--- src/rtl/reload_timer_pkg.sv ---
package reload_timer_pkg;

  typedef struct packed {
    logic ovf_f;    // bit 7 sticky overflow flag
    logic ext_f;    // bit 6 sticky external flag
    logic rx_sel;   // bit 5 receive tick from this timer
    logic tx_sel;   // bit 4 transmit tick from this timer
    logic ext_en;   // bit 3 trigger pin enable
    logic run;      // bit 2 run
    logic cnt_sel;  // bit 1 count external pin edges
    logic cap_sel;  // bit 0 capture instead of reload
  } ctrl_t;

  function automatic logic is_baud(input ctrl_t c);
    return c.rx_sel | c.tx_sel;
  endfunction

  // clocks per count step, internal clocking
  function automatic int unsigned step_clocks(input logic baud, input int unsigned slow_div,
                                              input int unsigned fast_div);
    return baud ? fast_div : slow_div;
  endfunction

endpackage

--- src/rtl/rt_fall_detect.sv ---
module rt_fall_detect #(
  parameter int STAGES = 2
) (
  input  logic clk,
  input  logic rst_n,
  input  logic din,
  output logic fall
);
  logic [STAGES:0] sh;

  generate
    for (genvar i = 0; i <= STAGES; i++) begin : g_stage
      if (i == 0) begin : g_first
        always_ff @(posedge clk or negedge rst_n)
          if (!rst_n) sh[0] <= 1'b1;
          else        sh[0] <= din;
      end else begin : g_next
        always_ff @(posedge clk or negedge rst_n)
          if (!rst_n) sh[i] <= 1'b1;
          else        sh[i] <= sh[i-1];
      end
    end
  endgenerate

  assign fall = sh[STAGES] & ~sh[STAGES-1];
endmodule

--- src/rtl/rt_prescaler.sv ---
module rt_prescaler
  import reload_timer_pkg::*;
#(
  parameter int unsigned SLOW_DIV = 12,
  parameter int unsigned FAST_DIV = 2
) (
  input  logic clk,
  input  logic rst_n,
  input  logic run,
  input  logic fast,
  input  logic use_ext,
  input  logic ext_fall,
  output logic step
);
  localparam int PW = $clog2(SLOW_DIV);
  logic [PW-1:0] pc, lim;
  logic          int_step;

  assign lim      = PW'(step_clocks(fast, SLOW_DIV, FAST_DIV) - 1);
  assign int_step = (pc >= lim);
  assign step     = run & (use_ext ? ext_fall : int_step);

  always_ff @(posedge clk or negedge rst_n)
    if (!rst_n)                        pc <= '0;
    else if (!run || use_ext || step)  pc <= '0;
    else                               pc <= pc + 1'b1;

  AST_STEP_SPACED: assert property (@(posedge clk) disable iff (!rst_n)
    step |=> !step);
endmodule

--- src/rtl/rt_tick_div.sv ---
module rt_tick_div #(
  parameter int DIV_LOG2 = 4
) (
  input  logic clk,
  input  logic rst_n,
  input  logic enable,
  input  logic ovf,
  output logic tick
);
  logic [DIV_LOG2-1:0] div;

  assign tick = enable & ovf & (&div);

  always_ff @(posedge clk or negedge rst_n)
    if (!rst_n)               div <= '0;
    else if (!enable)         div <= '0;
    else if (ovf)             div <= div + 1'b1;
endmodule

--- src/rtl/rt_core.sv ---
module rt_core
  import reload_timer_pkg::*;
#(
  parameter int W = 16
) (
  input  logic         clk,
  input  logic         rst_n,
  input  logic         ctrl_we,
  input  logic [7:0]   ctrl_wdata,
  input  logic         cnt_we,
  input  logic [W-1:0] cnt_wdata,
  input  logic         rld_we,
  input  logic [W-1:0] rld_wdata,
  input  logic         step,
  input  logic         trig_fall,
  output ctrl_t        ctrl_q,
  output logic [W-1:0] cnt_q,
  output logic [W-1:0] rld_q,
  output logic         ovf_evt,
  output logic         baud
);
  ctrl_t        wr_c, ctrl_d;
  logic [W-1:0] cnt_d, rld_d;
  logic         trig_evt, trig_reload, trig_capture, ovf_flag_set;

  assign wr_c         = ctrl_t'(ctrl_wdata);
  assign baud         = is_baud(ctrl_q);
  assign ovf_evt      = step & (&cnt_q);
  assign trig_evt     = trig_fall & ctrl_q.ext_en;
  assign trig_reload  = trig_evt & ~baud & ~ctrl_q.cap_sel;
  assign trig_capture = trig_evt & ~baud &  ctrl_q.cap_sel;
  assign ovf_flag_set = ovf_evt & ~baud;

  always_comb begin
    cnt_d = cnt_q;
    if (cnt_we)           cnt_d = cnt_wdata;
    else if (ovf_evt)     cnt_d = (baud || !ctrl_q.cap_sel) ? rld_q : '0;
    else if (trig_reload) cnt_d = rld_q;
    else if (step)        cnt_d = cnt_q + 1'b1;
  end

  always_comb begin
    rld_d = rld_q;
    if (rld_we)            rld_d = rld_wdata;
    else if (trig_capture) rld_d = cnt_q;
  end

  always_comb begin
    ctrl_d       = ctrl_we ? wr_c : ctrl_q;
    ctrl_d.ovf_f = ctrl_d.ovf_f | ovf_flag_set;
    ctrl_d.ext_f = ctrl_d.ext_f | trig_evt;
  end

  always_ff @(posedge clk or negedge rst_n)
    if (!rst_n) begin
      cnt_q  <= '0;
      rld_q  <= '0;
      ctrl_q <= '0;
    end else begin
      cnt_q  <= cnt_d;
      rld_q  <= rld_d;
      ctrl_q <= ctrl_d;
    end

  AST_BAUD_RELOAD: assert property (@(posedge clk) disable iff (!rst_n)
    (baud && ovf_evt && !cnt_we) |=> cnt_q == $past(rld_q));
  AST_BAUD_NO_OVF: assert property (@(posedge clk) disable iff (!rst_n)
    (baud && !ctrl_q.ovf_f && !ctrl_we) |=> !ctrl_q.ovf_f);
  AST_BAUD_TRIG_HOLD: assert property (@(posedge clk) disable iff (!rst_n)
    (baud && trig_evt && !step && !cnt_we) |=> $stable(cnt_q));
  AST_EXT_SET: assert property (@(posedge clk) disable iff (!rst_n)
    trig_evt |=> ctrl_q.ext_f);
  AST_CAPTURE: assert property (@(posedge clk) disable iff (!rst_n)
    (trig_capture && !rld_we) |=> rld_q == $past(cnt_q));
  AST_OVF_WRAP: assert property (@(posedge clk) disable iff (!rst_n)
    (ovf_evt && !baud && ctrl_q.cap_sel && !cnt_we) |=> (cnt_q == '0) && ctrl_q.ovf_f);
  AST_HOLD_STOPPED: assert property (@(posedge clk) disable iff (!rst_n)
    (!ctrl_q.run && !cnt_we && !trig_evt) |=> $stable(cnt_q));
endmodule

--- src/rtl/reload_baud_timer.sv ---
module reload_baud_timer
  import reload_timer_pkg::*;
#(
  parameter int W        = 16,
  parameter int SLOW_DIV = 12,
  parameter int FAST_DIV = 2,
  parameter int TICK_LOG2 = 4,
  parameter int SYNC_STAGES = 2
) (
  input  logic         clk,
  input  logic         rst_n,
  input  logic         ctrl_we,
  input  logic [7:0]   ctrl_wdata,
  input  logic         cnt_we,
  input  logic [W-1:0] cnt_wdata,
  input  logic         rld_we,
  input  logic [W-1:0] rld_wdata,
  input  logic         trig_in,
  input  logic         ext_cnt_in,
  input  logic         alt_tx_tick,
  input  logic         alt_rx_tick,
  output logic [W-1:0] cnt_q,
  output logic [W-1:0] rld_q,
  output logic [7:0]   ctrl_q,
  output logic         tx_tick,
  output logic         rx_tick
);
  ctrl_t c;
  logic  trig_fall, cnt_fall, step, ovf_evt, baud, own_tick;

  rt_fall_detect #(.STAGES(SYNC_STAGES)) u_trig_sync (
    .clk(clk), .rst_n(rst_n), .din(trig_in), .fall(trig_fall));

  rt_fall_detect #(.STAGES(SYNC_STAGES)) u_cnt_sync (
    .clk(clk), .rst_n(rst_n), .din(ext_cnt_in), .fall(cnt_fall));

  rt_prescaler #(.SLOW_DIV(SLOW_DIV), .FAST_DIV(FAST_DIV)) u_presc (
    .clk(clk), .rst_n(rst_n), .run(c.run), .fast(baud),
    .use_ext(c.cnt_sel), .ext_fall(cnt_fall), .step(step));

  rt_core #(.W(W)) u_core (
    .clk(clk), .rst_n(rst_n),
    .ctrl_we(ctrl_we), .ctrl_wdata(ctrl_wdata),
    .cnt_we(cnt_we), .cnt_wdata(cnt_wdata),
    .rld_we(rld_we), .rld_wdata(rld_wdata),
    .step(step), .trig_fall(trig_fall),
    .ctrl_q(c), .cnt_q(cnt_q), .rld_q(rld_q),
    .ovf_evt(ovf_evt), .baud(baud));

  rt_tick_div #(.DIV_LOG2(TICK_LOG2)) u_tick (
    .clk(clk), .rst_n(rst_n), .enable(baud), .ovf(ovf_evt), .tick(own_tick));

  assign ctrl_q  = c;
  assign tx_tick = c.tx_sel ? own_tick : alt_tx_tick;
  assign rx_tick = c.rx_sel ? own_tick : alt_rx_tick;
endmodule

--- config.mk ---
export PLATFORM = sky130hd
export DESIGN_NAME = reload_baud_timer
export DESIGN_NICKNAME = d
export VERILOG_FILES = /design/src/rtl/reload_timer_pkg.sv /design/src/rtl/rt_fall_detect.sv /design/src/rtl/rt_prescaler.sv /design/src/rtl/rt_tick_div.sv /design/src/rtl/rt_core.sv /design/src/rtl/reload_baud_timer.sv
export SDC_FILE = /design/constraint.sdc
export NUM_CORES = 1
export LEC_CHECK = 0
export CAP_MARGIN = 20
export CORE_UTILIZATION = 43
export DETAILED_ROUTE_END_ITERATION = 16
export PLACE_DENSITY = 0.83
export SYNTH_ARGS = -nofsm -noshare
export SYNTH_HDL_FRONTEND = slang
export SYNTH_HIERARCHICAL = 1
export SYNTH_SLANG_ARGS = --single-unit
export TNS_END_PERCENT = 1
--- constraint.sdc ---
create_clock -name clk -period 2.8 [get_ports clk]
set_input_delay 0.28 -clock clk [delete_from_list [all_inputs] [get_ports clk]]
set_output_delay 0.28 -clock clk [all_outputs]
set_load 0.05 [all_outputs]
### After elaboration in Yosys (flattened, before gate mapping)

Index checks and enable logic that the tools add are counted.

* register bits after elaboration: 54
* bits of input ports: 49
* output and inout bits: 42

* add/sub/neg operators: 4
* magnitude comparators: 1
* eq/ne operators: 1
* multiplexer cells: 15
* bitwise operators: 18
* reductions and logical operators: 9

Operators with widths (number)
* $mux 16: 7
* $add 16x1->16 const B: 1
* $mux 4: 4
* $reduce_and 16->1: 1
* $and 1x1->1: 11
* $add 4x1->4 const B: 2
* $mux 8: 1
* $ge 4x4->1: 1
* $not 1->1: 4
* $reduce_and 4->1: 1
* $reduce_bool 4->1: 1
* $sub 4x1->4 const B: 1
* $logic_or 1x1->1: 3
* $mux 1: 3
* $or 1x1->1: 3
* $logic_not 1->1: 2
* $ne 2x1->1 const B: 1
* $reduce_bool 2->1: 1

### Depth between registers and ports, before layout

* word-level depth: 10
* gate-level depth with buffers: 12
* depth with buffers taken out: 10

### Hierarchy

Netlist, hierarchy kept.

By module, submodules not included
* rt_core: instances 1, cells an instance 262, area each 2446.1 µm², sequential area each 1001.0 µm²
* rt_prescaler: instances 1, cells an instance 22, area each 221.5 µm², sequential area each 100.1 µm²
* rt_tick_div: instances 1, cells an instance 20, area each 219.0 µm², sequential area each 100.1 µm²
* rt_fall_detect: instances 2, cells an instance 4, area each 92.6 µm², sequential area each 78.8 µm²
* reload_baud_timer: instances 1, cells an instance 2, area each 26.3 µm², sequential area each 0.0 µm²

### Worst setup path after synthesis

OpenSTA, ideal clock, no wires.

* path kind: register to output
* from: register, netlist name u_core/ctrl_q[4]
* to: output port tx_tick
* data arrival time: 2.864 ns
* data required time: 2.520 ns
* slack: -0.344 ns
* cell stages (with the launch flop): 13
* cell sequence: dfrtp_1 > or2_1 > buf_6 > ha_1 > a211o_1 > a21oi_1 > a21oi_1 > nand3_1 > nor2_1 > buf_4 > nand4_1 > nor2_1 > mux2_1

* cells in the longest elaborated chain, start to end: 10

RTL lines
* $or 1x1->1: RTL line reload_timer_pkg.sv:15 `return c.rx_sel | c.tx_sel;`
* net baud: RTL line reload_baud_timer.sv:29 `logic trig_fall, cnt_fall, step, ovf_evt, baud, own_tick;`
* $mux 4: RTL line reload_timer_pkg.sv:21 `return baud ? fast_div : slow_div;`
* $sub 4x1->4: RTL line rt_prescaler.sv:19 `assign lim = PW'(step_clocks(fast, SLOW_DIV, FAST_DIV) - 1);`
* $ge 4x4->1: RTL line rt_prescaler.sv:20 `assign int_step = (pc >= lim);`
* $mux 1: RTL line rt_prescaler.sv:21 `assign step = run & (use_ext ? ext_fall : int_step);`
* $and 1x1->1: RTL line rt_prescaler.sv:21
* net step: RTL line reload_baud_timer.sv:29
* $and 1x1->1: RTL line rt_core.sv:28 `assign ovf_evt = step & (&cnt_q);`
* net ovf_evt: RTL line reload_baud_timer.sv:29
* $and 1x1->1 (2 in a row): RTL line rt_tick_div.sv:12 `assign tick = enable & ovf & (&div);`
* net own_tick: RTL line reload_baud_timer.sv:29
* $mux 1: RTL line reload_baud_timer.sv:54 `assign tx_tick = c.tx_sel ? own_tick : alt_tx_tick;`
* to (decl): RTL line reload_baud_timer.sv:25 `output logic tx_tick,`

The timed path passes the listed nets, and every way through them passes these cells.

### Worst setup path after layout

* from: register, netlist name u_core/ctrl_q[5]
* to: output port tx_tick

* cells in the longest elaborated chain, start to end: 10

RTL lines (RTL line)
* $or 1x1->1: reload_timer_pkg.sv:15
* net baud: reload_baud_timer.sv:29
* $mux 4: reload_timer_pkg.sv:21
* $sub 4x1->4: rt_prescaler.sv:19
* $ge 4x4->1: rt_prescaler.sv:20
* $mux 1: rt_prescaler.sv:21
* $and 1x1->1: rt_prescaler.sv:21
* net step: reload_baud_timer.sv:29
* $and 1x1->1: rt_core.sv:28
* net ovf_evt: reload_baud_timer.sv:29
* $and 1x1->1 (2 in a row): rt_tick_div.sv:12
* net own_tick: reload_baud_timer.sv:29
* $mux 1: reload_baud_timer.sv:54

The timed path passes the listed nets, and every way through them passes these cells.

==> results.sh <==
export IMPL_power_clock_fraction_pct=20.4
export IMPL_final_max_slew_viol_count=0
export IMPL_syn_instance_count=314
export IMPL_max_slew_margin_rel_pct=36.67
export IMPL_yosys_warnings=6
export IMPL_postSynthNetCount=368
export IMPL_clock_tree_root_cell="sky130_fd_sc_hd__clkbuf_8"
export IMPL_io_pins=91
export IMPL_clock_transition_at_the_registers_of_the_reported_paths_ns=0.10
export IMPL_drt_antenna_violating_nets=0
export IMPL_post_synth_num_cell_types=53
export IMPL_cts_inserted_buffers=5
export IMPL_worstSkewPairLatency_ns=0.31
export IMPL_cp_num_buf_inv=1
export IMPL_final_clock_skew_ns=0.005684
export IMPL_timing_setup_critical_path_class="register to output port"
export IMPL_post_synth_instance_area_mm2=0.003098
export IMPL_critPathCaptureType="output port"
export IMPL_post_drt_via_cell_ratio=5.677
export IMPL_synthesis_to_finish_area_growth_pct=40.02
export IMPL_antenna_diode_count=0
export IMPL_initial_cell_density_of_the_core_pct=45.10
export IMPL_clock_tree_buffer_depth=2
export IMPL_internal_power_mw=1.371
export IMPL_path_delay_family="simple AND/OR/NAND/NOR gates"
export IMPL_drc_errors=0
export IMPL_clock_tree_htree_level_count=2
export IMPL_hpwl_um=6142
export IMPL_grt_max_degree=55
export IMPL_tritoncts="yes"
export IMPL_post_place_cells=492
export IMPL_first_iter_violations=251
export IMPL_core_area_mm2=0.006869
export IMPL_ir_worst_vdd_mv=0.2705
export IMPL_achievable_frequency_ghz=0.3576
export IMPL_period_share_pct=99.86
export IMPL_routed_via_count=2884
export IMPL_rsz_0062_raised_after_global_routing="true"
export IMPL_final_setup_viol_count=0
export IMPL_io_buffer_count=90
export IMPL_leakage_power_nw=1.732
export IMPL_design_die_area_mm2=0.007548
export IMPL_critPathMaxStageDelay_ns=0.43
export IMPL_final_cell_mix="87 x sky130_fd_sc_hd__clkdlybuf4s50_1, 46 x sky130_fd_sc_hd__dfrtp_1, 36 x sky130_fd_sc_hd__nand2_1, 33 x sky130_fd_sc_hd__o21ai_0"
export IMPL_grt_pass1_vias=2798
export IMPL_cpMaxStageDelayCell="sky130_fd_sc_hd__dfrtp_2"
export IMPL_routed_wire_length_per_instance_um=16.76
export IMPL_globalRoute_totalOverflow=0
export IMPL_gr_usage_all_layers_pct=23.61
export IMPL_die_h_um=86.88
export IMPL_floorplan_rows=30
export IMPL_post_route_cells_drive_above_1_share_pct=16.99
export IMPL_wl_um=8514
export IMPL_avgSynthCellArea_um2=9.866
export IMPL_p_switching_uw=887.2
export IMPL_cts_num_sinks=54
export IMPL_critical_path_cell_chain="or2_4 > ha_4 > a211o_1 > a21oi_2 > a21oi_4 > nand3_4 > nor2_4 > nand4_1 > nor2_2 > mux2_4 > buf_12"
export IMPL_holdCritPathClass="input pin to async pin"
export IMPL_report_final_hold_viol_count=0
export IMPL_grt_first_pass_wirelength_um=13830
export IMPL_nNetsFinal=465
export IMPL_ys_seq_elements=54
export IMPL_seq_power_share_pct=43.1
export IMPL_power_density_cell_area_mw_per_mm2=520.5
export IMPL_synth_seq_area_share_pct=43.86
export IMPL_worst_setup_path_start_kind="register"
export IMPL_fraction_of_power_spent_switching_nets_pct=39.29
export IMPL_p_comb_share_pct=36.5
export IMPL_cp_required_ns=2.52
export IMPL_place_gp_congestion=0.8586
export IMPL_critical_path_peak_fanout=2
export IMPL_maxCapViolCount=0
export IMPL_finalCriticalPeriod_ns=2.796
export IMPL_result_of_the_run="finished, final reports clean"
export IMPL_layout_commonest_cell="sky130_fd_sc_hd__clkdlybuf4s50_1"
export IMPL_chipWidth_um=86.88
export IMPL_initial_antenna_violation_count=0
export IMPL_timing_setup_tns_ns=0
export IMPL_worst_endpoint_arrival_ns=2.52
export IMPL_layout_core_utilization_pct=63.15
export IMPL_drt_pass1_iterations=6
export IMPL_timing_worst_slew_pin_value_ns=0.9443
export IMPL_instances_no_fill=508
## synthesized netlist by cell type, drive strengths merged
master / number / area (µm²)
a2111o: 1 / 11.26
a211o: 1 / 8.760
a211oi: 4 / 30.03
a21bo: 1 / 10.01
a21oi: 10 / 61.31
a221oi: 4 / 35.03
a2bb2oi: 1 / 8.760
a31oi: 12 / 75.07
and3: 3 / 20.02
and4: 3 / 27.53
buf: 8 / 65.06
clkbuf: 11 / 43.79
dfrtp: 48 / 1201
dfstp: 6 / 157.7
dlygate4sd3: 1 / 10.01
ha: 5 / 62.56
inv: 9 / 33.78
mux2: 7 / 82.57
mux2i: 20 / 200.2
nand2: 36 / 135.1
nand2b: 7 / 43.79
nand3: 7 / 40.04
nand3b: 1 / 7.510
nand4: 7 / 65.06
nor2: 12 / 45.04
nor2b: 2 / 27.53
nor3: 10 / 77.57
nor4: 1 / 6.260
nor4b: 1 / 8.760
o21ai: 36 / 180.2
o31ai: 13 / 102.6
or2: 1 / 6.260
or2b: 6 / 45.04
or3: 4 / 31.28
xnor2: 9 / 78.83
xor2: 6 / 52.55
## layer usage
metal  global-route usage [%]  vias to the layer above  part of all wire, %
li1                         -                     1329                    -
met2                    36.94                      144                   48
met4                    8.939                        0                  1.9
met5                        0                        -                    0
met3                    4.360                       20                  7.8
met1                    32.60                     1391                   43
## sequential cells by signal, summed over array words and instances (netlist names)
signal and count:
u_cnt_sync/sh 3, u_core/ctrl_q 8, u_tick/div 4, u_presc/pc 4, u_core/cnt_q 16, u_core/rld_q 16
u_trig_sync/sh 3
## power groups by stage
stage	clock (mW)	sequential, mW	combinational, mW
3_5_place_dp	0	0.984	0.789
6_report	0.460	0.973	0.825
2_1_floorplan	0	1.20	0.262
3_3_place_gp	0	0.982	0.776
4_1_cts	0.474	0.969	0.817
5_1_grt	0.499	0.986	0.871
## metrics by stage
step                worst slack [ns]  total power, mW  cell area (µm²)  hold slack [ns]
floorplan                    0.02929            1.458             3124         -0.01559
global placement              0.1763            1.758             4131           0.3467
detailed placement           0.01363            1.773             4131           0.3479
CTS                         0.006874            2.260             4323          0.09938
global route                -0.04891            2.356             4338           0.1338
finish                      0.003862            2.258             4338          0.07868
## layout make-up
cell class | instances | area, µm²
tap | 96 | 120.1
multi-input combinational | 231 | 1663
clock inverter | 3 | 25.02
clock buffer | 5 | 68.82
inverter | 9 | 33.78
fill | 541 | 2531
timing repair buffer | 110 | 1066
sequential | 54 | 1361
## worst register-to-register path: cells and delay by family, from the launching register on
family,cells,cell delay [ns]
fa+ha+maj,1,0.21
flops,1,0.43
buf+inv,1,0.17
simple gates,3,0.79
compound gates,5,1.01
## repair_timing
| action | CTS | global route |
|---|---|---|
| setup endpoints to repair | 2 | 4 |
| pin swaps | 8 | 7 |
| hold buffers | 0 | 0 |
| buffers inserted | 6 | 2 |
| resized for setup | 8 | 0 |
## kinds of logic after synthesis
| group | after synthesis | synth area share (%) |
|---|---|---|
| simple gates | 101 | 18.94 |
| xor+xnor | 15 | 4.241 |
| flops | 54 | 43.86 |
| mux | 27 | 9.127 |
| compound gates | 83 | 16.88 |
| buf+inv | 29 | 4.927 |
| fa+ha+maj | 5 | 2.019 |
## path summary, 6_finish.rpt
check                            startpoint                end  slack [ns]  depth (start not counted)
max                        u_core/ctrl_q[5]            tx_tick       0.004                         11
min reg2reg                u_cnt_sync/sh[0]   u_cnt_sync/sh[1]        0.36                          0
max in group asynchronous             rst_n   u_core/ctrl_q[5]        2.22                          2
max reg2reg                u_core/ctrl_q[5]    u_core/cnt_q[0]        0.11                         10
min                                   rst_n   u_core/rld_q[14]        0.08                          2
min in group clk                    trig_in  u_trig_sync/sh[0]        0.36                          1
No activity file was read; power rests on OpenSTA's default activity.
